### config.mk
export PLATFORM = sky130hd
export DESIGN_NAME = bxm_mapper
export DESIGN_NICKNAME = d
export VERILOG_FILES = /design/src/rtl/bxm_pkg.sv /design/src/rtl/bxm_xor_src.sv /design/src/rtl/bxm_lo_map.sv /design/src/rtl/bxm_hi_map.sv /design/src/rtl/bxm_mapper.sv
export SDC_FILE = /design/constraint.sdc
export NUM_CORES = 1
export LEC_CHECK = 0
export CAP_MARGIN = 5
export CORE_AREA = 2 2 58 73
export DETAILED_ROUTE_END_ITERATION = 12
export DIE_AREA = 0 0 60 75
export DONT_BUFFER_PORTS = 1
export PLACE_DENSITY_LB_ADDON = 0.12
export SYNTH_ARGS = -nofsm -noshare
export SYNTH_HDL_FRONTEND = slang
export SYNTH_SLANG_ARGS = --single-unit
### constraint.sdc
create_clock -name clk -period 2.5 [get_ports clk]
set_input_delay 0.75 -clock clk [delete_from_list [all_inputs] [get_ports clk]]
set_output_delay 0.75 -clock clk [all_outputs]
set_load 0.01 [all_outputs]
### src/rtl/bxm_pkg.sv
package bxm_pkg;

    // Interleave mode, encoded to match the mode input level.
    typedef enum logic {
        IL_LOW  = 1'b0,
        IL_HIGH = 1'b1
    } il_mode_e;

    // Bank selection bundle produced by either map.
    typedef struct packed {
        logic       mb;
        logic [1:0] ba;
    } bank_sel_t;

endpackage

### src/rtl/bxm_xor_src.sv
// Picks the upper address bit used to scramble bank selects.
module bxm_xor_src #(
    parameter int SEL_W = 2,
    localparam int WIN_W = 1 << SEL_W
) (
    input  logic [WIN_W-1:0] win,
    input  logic [SEL_W-1:0] sel,
    output logic             src_bit
);

    always_comb begin
        src_bit = win[sel];
    end

endmodule

### src/rtl/bxm_lo_map.sv
// Low-order map: bank bits sit just above the column field, optional XOR.
module bxm_lo_map
    import bxm_pkg::*;
#(
    parameter int UP_W  = 22,
    parameter int ROW_W = 19
) (
    input  logic [UP_W-1:0] up_addr,  // address with the column bits removed
    input  logic [2:0]      xor_en,   // {mb, ba1, ba0}
    input  logic            src_bit,
    output bank_sel_t       bank,
    output logic [ROW_W-1:0] row
);

    logic [2:0] sel_bits;

    // One scrambler slice per select bit: 0 -> ba0, 1 -> ba1, 2 -> mb.
    for (genvar i = 0; i < 3; i++) begin : g_slice
        assign sel_bits[i] = up_addr[i] ^ (xor_en[i] & src_bit);
    end

    always_comb begin
        bank.ba = sel_bits[1:0];
        bank.mb = sel_bits[2];
        row     = up_addr[UP_W-1:3];
    end

endmodule

### src/rtl/bxm_hi_map.sv
// High-order map: bank bits come from fixed upper address bits.
module bxm_hi_map
    import bxm_pkg::*;
#(
    parameter int UP_W   = 22,
    parameter int ROW_W  = 19,
    parameter int HI_OFS = 16   // bank LSB position inside up_addr
) (
    input  logic [UP_W-1:0]  up_addr,
    output bank_sel_t        bank,
    output logic [ROW_W-1:0] row
);

    always_comb begin
        bank.ba = up_addr[HI_OFS+1:HI_OFS];
        bank.mb = up_addr[HI_OFS+2];
        row     = {up_addr[UP_W-1:HI_OFS+3], up_addr[HI_OFS-1:0]};
    end

endmodule

### src/rtl/bxm_mapper.sv
module bxm_mapper
    import bxm_pkg::*;
#(
    parameter int ADDR_W   = 32,
    parameter int COL_W    = 10,
    parameter int HI_LSB   = 26,
    parameter int XOR_BASE = 18,
    parameter int SEL_W    = 2,
    localparam int UP_W    = ADDR_W - COL_W,
    localparam int ROW_W   = ADDR_W - COL_W - 3,
    localparam int WIN_W   = 1 << SEL_W
) (
    input  logic              clk,
    input  logic              rst_n,
    input  logic              in_valid,
    input  logic [ADDR_W-1:0] in_addr,
    input  logic              cfg_hi_mode,
    input  logic [SEL_W-1:0]  cfg_xor_sel,
    input  logic              cfg_xor_mb,
    input  logic              cfg_xor_ba1,
    input  logic              cfg_xor_ba0,
    output logic              out_valid,
    output logic              out_mb,
    output logic [1:0]        out_ba,
    output logic [ROW_W-1:0]  out_row,
    output logic [COL_W-1:0]  out_col
);

    logic [UP_W-1:0]  up_addr;
    logic             src_bit;
    bank_sel_t        lo_bank, hi_bank, nxt_bank;
    logic [ROW_W-1:0] lo_row, hi_row, nxt_row;
    il_mode_e         mode;

    assign up_addr = in_addr[ADDR_W-1:COL_W];
    assign mode    = il_mode_e'(cfg_hi_mode);

    bxm_xor_src #(.SEL_W(SEL_W)) i_src (
        .win     (in_addr[XOR_BASE+WIN_W-1:XOR_BASE]),
        .sel     (cfg_xor_sel),
        .src_bit (src_bit)
    );

    bxm_lo_map #(.UP_W(UP_W), .ROW_W(ROW_W)) i_lo (
        .up_addr (up_addr),
        .xor_en  ({cfg_xor_mb, cfg_xor_ba1, cfg_xor_ba0}),
        .src_bit (src_bit),
        .bank    (lo_bank),
        .row     (lo_row)
    );

    bxm_hi_map #(.UP_W(UP_W), .ROW_W(ROW_W), .HI_OFS(HI_LSB - COL_W)) i_hi (
        .up_addr (up_addr),
        .bank    (hi_bank),
        .row     (hi_row)
    );

    // Mode selection between the two maps.
    always_comb begin
        unique case (mode)
            IL_LOW: begin
                nxt_bank = lo_bank;
                nxt_row  = lo_row;
            end
            IL_HIGH: begin
                nxt_bank = hi_bank;
                nxt_row  = hi_row;
            end
            default: begin
                nxt_bank = lo_bank;
                nxt_row  = lo_row;
            end
        endcase
    end

    // Output register: loads on valid, holds otherwise.
    always_ff @(posedge clk or negedge rst_n) begin
        if (!rst_n) begin
            out_valid <= 1'b0;
            out_mb    <= 1'b0;
            out_ba    <= '0;
            out_row   <= '0;
            out_col   <= '0;
        end else begin
            out_valid <= in_valid;
            if (in_valid) begin
                out_mb  <= nxt_bank.mb;
                out_ba  <= nxt_bank.ba;
                out_row <= nxt_row;
                out_col <= in_addr[COL_W-1:0];
            end
        end
    end

    // ---------------- assertions ----------------
    p_reset_clear_r1: assert property (@(posedge clk)
        !rst_n |=> !out_valid);

    p_valid_set_r2: assert property (@(posedge clk) disable iff (!rst_n)
        in_valid |=> out_valid);

    p_valid_clear_r2: assert property (@(posedge clk) disable iff (!rst_n)
        !in_valid |=> !out_valid);

    p_hold_r3: assert property (@(posedge clk) disable iff (!rst_n)
        !in_valid |=> ($stable(out_row) && $stable(out_col)
                       && $stable(out_ba) && $stable(out_mb)));

    p_col_r4: assert property (@(posedge clk) disable iff (!rst_n)
        in_valid |=> out_col == $past(in_addr[COL_W-1:0]));

    p_lo_plain_r5: assert property (@(posedge clk) disable iff (!rst_n)
        (in_valid && !cfg_hi_mode && !cfg_xor_ba0 && !cfg_xor_ba1 && !cfg_xor_mb)
        |=> (out_ba == $past(in_addr[COL_W+1:COL_W]))
            && (out_mb == $past(in_addr[COL_W+2])));

    p_hi_bank_r6_r9: assert property (@(posedge clk) disable iff (!rst_n)
        (in_valid && cfg_hi_mode)
        |=> (out_ba == $past(in_addr[HI_LSB+1:HI_LSB]))
            && (out_mb == $past(in_addr[HI_LSB+2])));

    p_lo_xor_mb_r8: assert property (@(posedge clk) disable iff (!rst_n)
        (in_valid && !cfg_hi_mode && cfg_xor_mb)
        |=> out_mb == ($past(in_addr[COL_W+2])
                       ^ $past(in_addr[XOR_BASE + int'(cfg_xor_sel)])));

endmodule

==> metrics <==
clock tree buffer depth 2; placed inst area 1493 µm²; hold_buf cts 0; crit path time final around 1.7 ns; syn avg cell area 11.68 µm²; HPWL Detailed 2.182 mm; core area approximately 3800 µm²; Pre-antenna DRT Iters 2; fmax approximately 580 MHz; clk sinks 33; CP delay by family, top simple AND/OR/NAND/NOR gates; FF+latch count, synth 33; Yosys warnings 0; CTS tree yes; Max rail drop VDD between 0.3 and 0.4 mV; crit path capture type flop; Mapped Cells 125; critical path, cell by cell mux4_2 > and4b_1 > or3_1; TritonCTS Buffers 5; max_cap viols 0; final slew viol count 0; pwr/cell area 704.0 nW/µm²; number of H-tree levels 2; most frequent cells in the layout dfrtp_1 (33), a21oi_1 (22), nor2_1 (19); total vias in the final route 905; Setup Fix Bufs, Post-CTS 0; Worst Setup Path Type in -> reg; Compound-Gate Fraction of Synth Area under 10%; largest family of logic cells by synthesized area multiplexers; Worst Path Max Fanout 6; worst-case clock skew 0 ns; min-delay worst type in -> async; most common cell after layout, fill and taps aside dfrtp_1; slowest CP cell mux4_2; total grt overflow 0; initial antenna violation count 0; # diodes 0; post-synthesis simple-gate area fraction 10.97%; layout cell share with drive strength beyond 1 16.80%; average vias per placed instance roughly 5.1; Fillers 386; gr usage total 14.50%; run status finished, final reports clean; # rows 25; Final setup violation count 0; Layout Nets 165; Area growth syn-to-layout 7.883%; synth unique cells 14; R2R depth 3; initial DRC count 25; Post-Synth Adder-Cell Area 0%; DIE HEIGHT 75 µm; DRT Wirelength 2.981 mm; vias in the first global route 948; WL per Instance approximately 17 µm; Post-CTS Resized 0; worst slew pin tran ~0.15 ns; RSZ-0062 raised after global routing false; Slew Limit Headroom 89.59%; Die Width 60 µm; Synth Area in XOR/XNOR 0%; mux contribution to synthesized area 22.54%; setup TNS 0 ns; post-synthesis sequential area ratio 56.56%; # port buffers 0; area of the multi-input gates 599.3 µm²; Initial Util 38.58%; largest net degree at the start of global routing 57; clock-pin slew on the worst setup and hold paths 0.06 ns; leak pwr between 0.6 and 0.7 nW; Sequential Area 825.8 µm²; nature of the critical path startpoint input port; flop-to-flop setup slack 1.50 ns; drt drc 0; Final Wtd Congestion approximately 0.76; Die ar. approximately 4500 µm²; worst skew pair latency 0.28 ns; ratio of final minimum period to clock period 68.58%; Buf/Inv on CP 0; WP data arrival roughly 1.9 ns; first-pass GRT wire length 4.636 mm; Hold Fails Final Rpt 0; WP data required 2.65 ns; fin area 1575 µm²; Root Buffer clkbuf_8; mapped cell area 1460 µm²; peak per-stage delay on the critical path about 0.54 ns; critical path depth 3; Boundary Pins 74; post-route ant nets 0; synthesized netlist net count 166
-- cell families (layout without fill, tap and decap cells) --
kind of cell           after synthesis  in the layout
buffers and inverters                8              8
AO/OA/AOI/OAI                       22             22
multiplexers                        30             30
flip-flops                          33             33
AND/OR/NAND/NOR                     32             32
-- worst register-to-register path: stages, from the launching register on --
cell and delay (ns):
dfrtp_1 0.42, nor2_1 0.11, a21oi_1 0.04, or3_1 0.31
-- power breakdown --
group | internal, mW | leakage [nW] | switching (mW)
combinational | 0.0541 | 0.263 | 0.0277
clock | 0.192 | 0.0450 | 0.181
sequential | 0.590 | 0.376 | 0.0637
-- per-stage QoR --
step | cells | util, % | power (mW) | setup slack [ns] | hold slack (ns)
floorplan | 125 | - | 0.7452 | 0.5641 | 0.4544
global placement | 171 | 39.44 | 0.7454 | 0.5266 | 0.4551
detailed placement | 171 | 39.44 | 0.7482 | 0.4914 | 0.4552
CTS | 179 | 41.62 | 1.130 | 0.7913 | 0.1489
global route | 179 | 41.62 | 1.178 | 0.7491 | 0.1318
finish | 179 | 41.62 | 1.109 | 0.7855 | 0.1598
-- cells in the mapped netlist --
library cell,n,area [µm²]
buf_2,4,20.02
or3_1,3,18.77
dfrtp_1,33,825.8
nor2b_1,1,6.260
and4b_1,3,30.03
nand3b_1,3,22.52
mux4_2,1,22.52
nor2_1,19,71.32
buf_1,2,7.510
clkbuf_1,2,7.510
a21oi_1,22,110.1
nand2_1,3,11.26
mux2_2,13,146.4
mux2i_1,16,160.2
-- routing by layer --
| metal | global-route usage (%) | wire, µm | up-vias |
|---|---|---|---|
| met5 | 0 | 0 | - |
| met4 | 6.667 | 58 | 0 |
| met3 | 6.701 | 324 | 5 |
| met2 | 21.26 | 1381 | 48 |
| met1 | 18.17 | 1218 | 417 |
| li1 | - | - | 435 |
-- registers in the layout, summed over array words and instances, names as in the netlist --
register	cells
out_mb	1
out_col	10
out_valid	1
out_ba	2
out_row	19
-- final cells by class --
type,instances,area share (%)
multi-input combinational,84,38.05
tap,54,4.289
sequential,33,52.42
clock inverter,2,0.6354
clock buffer,6,4.607
-- worst paths after layout --
path	startpoint	to
max	cfg_xor_sel[0]	out_mb
min	rst_n	out_col[4]
max reg2reg	out_mb	out_mb
min reg2reg	out_row[17]	out_row[17]
max in group asynchronous	rst_n	out_row[2]
min in group clk	in_valid	out_valid
Note: power is estimated with default switching activity, not from simulation.
